--- src/rtl/dispFetchPkg.sv ---
package dispFetchPkg;

  typedef enum logic [1:0] {
    BASE_HOLD = 2'd0,
    BASE_ADV  = 2'd1,
    BASE_ZERO = 2'd2
  } baseSel_e;

  typedef struct packed {
    logic     loadFrame;
    logic     newLine;
    baseSel_e baseSel;
    logic     stepAddr;
  } fetchStrobe_t;

endpackage

--- src/rtl/dispFetchCtrl.sv ---
module dispFetchCtrl
  import dispFetchPkg::*;
#(
  parameter int LINE_W = 11,
  parameter int CNT_W  = 10
) (
  input  logic              clk,
  input  logic              rstN,
  input  logic              frameStart,
  input  logic              lineStart,
  input  logic              fetchAdv,
  input  logic [CNT_W-1:0]  dwordsPerLine,
  input  logic [LINE_W-1:0] splitLine,
  input  logic              splitEn,
  input  logic              lineDblEn,
  output fetchStrobe_t      strobe,
  output logic              fetchValid,
  output logic              repeatLine
);

  logic [LINE_W-1:0] lineCnt;
  logic [LINE_W-1:0] nextLine;
  logic              started;
  logic [CNT_W-1:0]  remain;
  logic              splitHit;
  logic              oddRepeat;
  logic              openLine;

  assign openLine  = lineStart && !frameStart;
  assign nextLine  = started ? lineCnt + 1'b1 : '0;
  assign splitHit  = splitEn && (nextLine == splitLine);
  assign oddRepeat = lineDblEn && nextLine[0] && !splitHit;
  assign fetchValid = fetchAdv && !frameStart && !lineStart && (remain != '0);

  always_comb begin
    strobe.loadFrame = frameStart;
    strobe.newLine   = openLine;
    strobe.stepAddr  = fetchValid;
    if (splitHit)       strobe.baseSel = BASE_ZERO;
    else if (!started)  strobe.baseSel = BASE_HOLD;
    else if (oddRepeat) strobe.baseSel = BASE_HOLD;
    else                strobe.baseSel = BASE_ADV;
  end

  always_ff @(posedge clk) begin
    if (!rstN) begin
      lineCnt    <= '0;
      started    <= 1'b0;
      remain     <= '0;
      repeatLine <= 1'b0;
    end else if (frameStart) begin
      lineCnt    <= '0;
      started    <= 1'b0;
      remain     <= '0;
      repeatLine <= 1'b0;
    end else if (lineStart) begin
      lineCnt    <= nextLine;
      started    <= 1'b1;
      remain     <= dwordsPerLine;
      repeatLine <= oddRepeat;
    end else if (fetchValid) begin
      remain <= remain - 1'b1;
    end
  end

  // a line start loads the full fetch credit
  p_credit_load_r3: assert property (@(posedge clk) disable iff (!rstN)
    openLine |=> remain == $past(dwordsPerLine));

  // each granted fetch consumes one credit
  p_credit_drain_r3: assert property (@(posedge clk) disable iff (!rstN)
    fetchValid |=> remain == $past(remain) - 1'b1);

  // frame start clears credit and the repeat flag
  p_frame_clear_r1: assert property (@(posedge clk) disable iff (!rstN)
    frameStart |=> (remain == '0) && !repeatLine);

  // without line doubling a new line never repeats
  p_no_repeat_r6: assert property (@(posedge clk) disable iff (!rstN)
    (openLine && !lineDblEn) |=> !repeatLine);

  // no grant in a cycle carrying a frame or line strobe
  p_prio_r7: assert property (@(posedge clk) disable iff (!rstN)
    (frameStart || lineStart) |-> !fetchValid);

endmodule

--- src/rtl/dispFetchPath.sv ---
module dispFetchPath
  import dispFetchPkg::*;
#(
  parameter int ADDR_W = 20
) (
  input  logic              clk,
  input  logic              rstN,
  input  fetchStrobe_t      strobe,
  input  logic [ADDR_W-1:0] startOffset,
  input  logic [ADDR_W-1:0] lineDelta,
  input  logic              chain4En,
  output logic [ADDR_W-1:0] fetchAddr
);

  localparam logic [ADDR_W-1:0] STEP_ONE  = ADDR_W'(1);
  localparam logic [ADDR_W-1:0] STEP_FOUR = ADDR_W'(4);

  logic [ADDR_W-1:0] lineBase;
  logic [ADDR_W-1:0] curAddr;
  logic [ADDR_W-1:0] newBase;
  logic [ADDR_W-1:0] stepAmt;

  assign stepAmt = chain4En ? STEP_FOUR : STEP_ONE;

  always_comb begin
    unique case (strobe.baseSel)
      BASE_ADV:  newBase = lineBase + lineDelta;
      BASE_ZERO: newBase = '0;
      default:   newBase = lineBase;
    endcase
  end

  always_ff @(posedge clk) begin
    if (!rstN) begin
      lineBase <= '0;
      curAddr  <= '0;
    end else if (strobe.loadFrame) begin
      lineBase <= startOffset;
      curAddr  <= startOffset;
    end else if (strobe.newLine) begin
      lineBase <= newBase;
      curAddr  <= newBase;
    end else if (strobe.stepAddr) begin
      curAddr  <= curAddr + stepAmt;
    end
  end

  assign fetchAddr = curAddr;

  // frame start loads the offset into both address registers
  p_frame_load_r1: assert property (@(posedge clk) disable iff (!rstN)
    strobe.loadFrame |=> (curAddr == $past(startOffset)) && (lineBase == $past(startOffset)));

  // a granted fetch advances by the mode's step
  p_step_r4: assert property (@(posedge clk) disable iff (!rstN)
    (strobe.stepAddr && !strobe.loadFrame && !strobe.newLine)
      |=> curAddr == $past(curAddr) + $past(stepAmt));

  // split match starts the line at zero
  p_split_zero_r5: assert property (@(posedge clk) disable iff (!rstN)
    (strobe.newLine && !strobe.loadFrame && strobe.baseSel == BASE_ZERO)
      |=> (curAddr == '0) && (lineBase == '0));

  // a held line restarts from the previous base
  p_hold_base_r6: assert property (@(posedge clk) disable iff (!rstN)
    (strobe.newLine && !strobe.loadFrame && strobe.baseSel == BASE_HOLD)
      |=> curAddr == $past(lineBase));

endmodule

--- src/rtl/dispFetchAddr.sv ---
module dispFetchAddr
  import dispFetchPkg::*;
#(
  parameter int ADDR_W = 20,
  parameter int LINE_W = 11,
  parameter int CNT_W  = 10
) (
  input  logic              clk,
  input  logic              rstN,
  input  logic              frameStart,
  input  logic              lineStart,
  input  logic              fetchAdv,
  input  logic [ADDR_W-1:0] startOffset,
  input  logic [ADDR_W-1:0] lineDelta,
  input  logic [CNT_W-1:0]  dwordsPerLine,
  input  logic [LINE_W-1:0] splitLine,
  input  logic              splitEn,
  input  logic              chain4En,
  input  logic              lineDblEn,
  output logic [ADDR_W-1:0] fetchAddr,
  output logic              fetchValid,
  output logic              repeatLine
);

  fetchStrobe_t strobe;

  dispFetchCtrl #(.LINE_W(LINE_W), .CNT_W(CNT_W)) uCtrl (
    .clk(clk), .rstN(rstN),
    .frameStart(frameStart), .lineStart(lineStart), .fetchAdv(fetchAdv),
    .dwordsPerLine(dwordsPerLine), .splitLine(splitLine),
    .splitEn(splitEn), .lineDblEn(lineDblEn),
    .strobe(strobe), .fetchValid(fetchValid), .repeatLine(repeatLine)
  );

  dispFetchPath #(.ADDR_W(ADDR_W)) uPath (
    .clk(clk), .rstN(rstN), .strobe(strobe),
    .startOffset(startOffset), .lineDelta(lineDelta),
    .chain4En(chain4En), .fetchAddr(fetchAddr)
  );

  // nothing is granted while no line has been opened since reset
  p_reset_quiet_r9: assert property (@(posedge clk)
    !rstN |=> !fetchValid && !repeatLine && (fetchAddr == '0));

endmodule

--- config.mk ---
export PLATFORM = sky130hd
export DESIGN_NAME = dispFetchAddr
export DESIGN_NICKNAME = d
export VERILOG_FILES = /design/src/rtl/dispFetchPkg.sv /design/src/rtl/dispFetchCtrl.sv /design/src/rtl/dispFetchPath.sv /design/src/rtl/dispFetchAddr.sv
export SDC_FILE = /design/constraint.sdc
export NUM_CORES = 1
export LEC_CHECK = 0
export BUFFER_PORTS_ARGS = -buffer_cell sky130_fd_sc_hd__buf_2
export CAP_MARGIN = 15
export CORE_ASPECT_RATIO = 1.4
export CORE_MARGIN = 4
export CORE_UTILIZATION = 59
export DETAILED_ROUTE_END_ITERATION = 12
export HOLD_SLACK_MARGIN = 0.08
export PLACE_DENSITY = 0.84
export SLEW_MARGIN = 20
export SYNTH_ARGS = -nofsm -noshare
export SYNTH_HDL_FRONTEND = slang
export SYNTH_HIERARCHICAL = 1
export SYNTH_SLANG_ARGS = --single-unit
--- constraint.sdc ---
create_clock -name clk -period 6.2 [get_ports clk]
set_clock_uncertainty 0.1 [all_clocks]
set_input_delay 0.62 -clock clk [delete_from_list [all_inputs] [get_ports clk]]
set_output_delay 0.62 -clock clk [all_outputs]
set_load 0.005 [all_outputs]
==> results.env <==
POSTCTSSETUPREPAIRBUFS=0
CTS_MADE_BUFFERS=9
SYNTH.NET_COUNT=714
PROPORTION_OF_SYNTHESIZED_CHIP_AREA_IN_SEQUENTIAL_CELLS_PCT=26.7
DRTITER0DRC=455
LARGEST_NET_DEGREE_AT_THE_START_OF_GLOBAL_ROUTING=32
DRV.MAX_CAP_VIOLATION_COUNT=0
SYNTH_TOP_FLOP_CELL='dfxtp_1'
AREAGROWTHSYNTHTOFINISH_PCT=14.0
DETAILED_PLACE_HPWL_MM=10.5
NUMBER_OF_ANTENNA_VIOLATIONS_AT_THE_FIRST_CHECK_IN_GLOBAL_ROUTING=0
CP_CELL_SEQUENCE='ha_1 > nand3_2 > nor4_2 > xnor2_1 > a21boi_1 > nor4bb_1 > and3_4 > nor2_1 > ha_1 > nor2b_1 > nor2b_1 > or4b_1 > and3_1 > a211o_1 > a21oi_2'
DIE_H_UM=114
CP_DATA_ARRIVAL_TIME_PS=4770
HOLD_PATH.CLASS='flip-flop to flip-flop'
CRITICAL_PATH_REQUIRED_PS=6370
CRIT_FANOUT=10
GRT_UTIL_MET3_PCT=5.78
FINALCRITPERIODSHARE_PCT=74.2
ANTENNA-DIODE-COUNT=0
DRT_WL_TOTAL_MM=14.4
RELSLEWSLACK_PCT=34.7
GRT_FIRST_PASS_WIRELENGTH_MM=23.1
SYNTH.AREA.MUX_SHARE_PCT=0.212
CTS_TREE='yes'
VIAS_PER_CELL=6.54
IO-PIN-COUNT=91
SYNTH_TOP_FAMILY_BY_AREA='compound AO/OA/AOI/OAI gates'
CORE-AREA_SQ_UM=7750
FIN_CELLS=785
POWER.SEQUENTIAL.FRACTION_PCT=39.3
CTS_MAX_LEVEL=3
IO_BUFFER_COUNT=90
SYNTHCELLS=619
PLACEDCELLCOUNT=770
LAYOUT.CELLS.MOST_COMMON_LIST='buf_2, a21oi_1, dfxtp_1, nor2_1, nand2_1'
GLOBAL_ROUTE.USAGE.MET2_PCT=52.3
WORSTMARGINPINSLEW_PS=980
CTS_RESIZED=0
VDD_DROP_MAX_mV=0.154
SYNTH.DISTINCT_CELLS=78
FMAX_ACHIEVED_MHz=217
FRACTION_OF_FINAL_LAYOUT_CELLS_SIZED_BEYOND_DRIVE_STRENGTH_1_PCT=18.5
PLACEMENTROWS=38
TRACK_USAGE_PCT=29.8
COMBINATIONALPOWERSHARE_PCT=21.2
STARTING_DENSITY_OF_THE_CORE_PCT=60.9
TYPE_OF_ELEMENT_CAPTURING_THE_CRITICAL_PATH='flip-flop'
TIMING.FINAL.SETUP_VIOLATIONS=0
YOSYS.AREA_SHARE.SIMPLE_PCT=22.3
CRITPATHMAXSTAGEDELAY_PS=460
SWITCHING_SHARE_PCT=28.6
DETAIL_ROUTE.DRC_VIOLATIONS=0
PLACE.GP.CONGESTION=0.944
FINAL_MAX_SLEW_VIOL_COUNT=0
FINALHOLDVIOLATIONS=0
FIRSTDRTPASSITERS=8
POST_SYNTH_FA_HA_MAJ_AREA_FRACTION_PCT=7.06
EDFF_COUNT_SYNTH=0
SUMMED_NEGATIVE_SETUP_SLACK_OVER_ALL_ENDPOINTS_PS=0
DIE-WIDTH_UM=83.6
SYNTH.FF_LATCH_COUNT=63
MOST_COMMON_CELL_AFTER_LAYOUT_FILL_AND_TAPS_ASIDE='buf_2'
CLK_PIN_SLEW_PS=70
POWER.INTERNAL_mW=0.807
MAPPEDNETLISTAREA_SQ_UM=4720
CRITPATHSLOWESTCELL='dfxtp_1'
TIMING_WORST_SETUP_PATH_TYPE='flip-flop to flip-flop'
FINAL.MIN_CLOCK_PERIOD_PS=4600
DIE_AREA_SQ_UM=9510
GRT_PASS1_VIAS=5002
GLOBAL_ROUTE.USAGE.MET1_PCT=31.8
FOOTPRINT_OF_THE_FLIP_FLOPS_AND_LATCHES_SQ_UM=1260
FINAL_NET_COUNT=776
NETSWITCHINGPOWER_mW=0.323
CTS_ROOT_BUF='clkbuf_8'
TIMING.CRITICAL_PATH.FROM_TYPE='flip-flop'
DRT-WIRELENGTH-PER-CELL_UM=18.3
MULTI_INPUT_COMBINATIONAL_CELL_AREA_SQ_UM=3200
CLK_PATH_BUF_DEPTH=2
CTS.HOLD.BUFFERS_ADDED=0
NUMBER_OF_NETS_STILL_FAILING_ANTENNA_CHECKS_AFTER_ROUTING=0
FINAL.FILL_COUNT=658
WORST_SKEW_PAIR.LATE_LATENCY_PS=350
GRT_SETUP_UNREPAIRED='false'
POWER_PER_CELL_AREA_nW_PER_UM2=210
CLOCK_POWER_SHARE_PCT=39.5
YS.WARNINGS.COUNT=6
STATUS='finished clean'
SYNTH-COMPOUND-AREA-SHARE_PCT=33.0
GLOBAL_ROUTE.OVERFLOW_TOTAL=0
CLOCK_SINKS=63
SYN-MEAN-INSTANCE-AREA_SQ_UM=7.62
POST_SYNTH_XOR_AREA_FRACTION_PCT=5.38
LEAKAGE_nW=2.24
ASYNC_RESET_FF_SHARE_PCT=0
GRT_MAX_USAGE_LAYER='met2'
VIA_COUNT=5131
-- sequential cells by signal, indices dropped and copies added, names as in the netlist --
name	cells
uPath/fetchAddr	20
uPath/lineBase	20
uCtrl/lineCnt	11
uCtrl/remain	10
uCtrl/repeatLine	1
uCtrl/started	1
-- layout make-up --
cell class	count	area share, %
Timing Repair Buffer	91	8.52
Tap cell	100	2.33
Clock buffer	12	2.89
Clock inverter	3	1.68
Multi-Input combinational cell	494	59.6
Sequential cell	63	23.5
Inverter	22	1.54
-- per-layer routing --
metal  wire length (um)  up-vias
met4               1010        0
met1               5100     2349
met2               7110      282
li1                   -     2424
met5                  0        -
met3               1140       76
-- synth_stat cells (9+ instances only) --
cell type	count	share of area, %
o21ai_0	47	5.0
dfxtp_1	63	27
and3_1	9	1.2
xnor2_1	17	3.2
ha_1	25	6.6
a21oi_1	68	7.2
nor3_1	15	1.6
nand2_1	52	4.1
nand4_1	10	1.3
xor2_1	12	2.2
nand3_1	11	1.2
o21ai_1	12	1.3
clkbuf_1	32	2.5
a21o_1	11	1.8
a31oi_1	15	2.0
inv_1	20	1.6
nor2_1	56	4.5
-- per-stage QoR --
stage	util [%]	instance area, sq um	hold slack [ps]	power [mW]	setup WS (ps)
global route	69.4	5380	397	1.18	1350
detailed placement	66.2	5130	356	0.684	1750
CTS	69.4	5380	365	1.13	1720
finish	69.4	5380	361	1.13	1600
floorplan	-	4720	349	0.610	2120
global placement	66.2	5130	345	0.677	1990
-- power groups by stage --
stage	clock network, mW	registers (mW)	logic (mW)
floorplan	0	0.446	0.165
global placement	0	0.452	0.226
detailed placement	0	0.453	0.231
CTS	0.452	0.443	0.234
global route	0.471	0.446	0.263
finish	0.447	0.444	0.239
-- kinds of logic after synthesis --
group                      Yosys count
xor gates and xnor gates            29
DFF                                 63
buffers and inverters               62
adders and majority gates           26
and+or+nand+nor                    204
AOI/OAI and AO/OA                  234
muxes                                1
-- critical path, delay by kind of cell (launching register included) --
kind                       cells  cell delay (ps)
DFF                            1              460
xor gates and xnor gates       1              190
adders and majority gates      2              690
AOI/OAI and AO/OA              3              530
and+or+nand+nor                9             2540
-- worst paths after layout --
path,start,end,slack (ps),cells after the start
max reg2reg,uCtrl/lineCnt[0],uPath/lineBase[18],1600,15
min reg2reg,uPath/fetchAddr[12],uPath/fetchAddr[12],360,2
min,uPath/fetchAddr[12],uPath/fetchAddr[12],360,2
max,uCtrl/lineCnt[0],uPath/lineBase[18],1600,15
(Power assumes the default switching activity.)
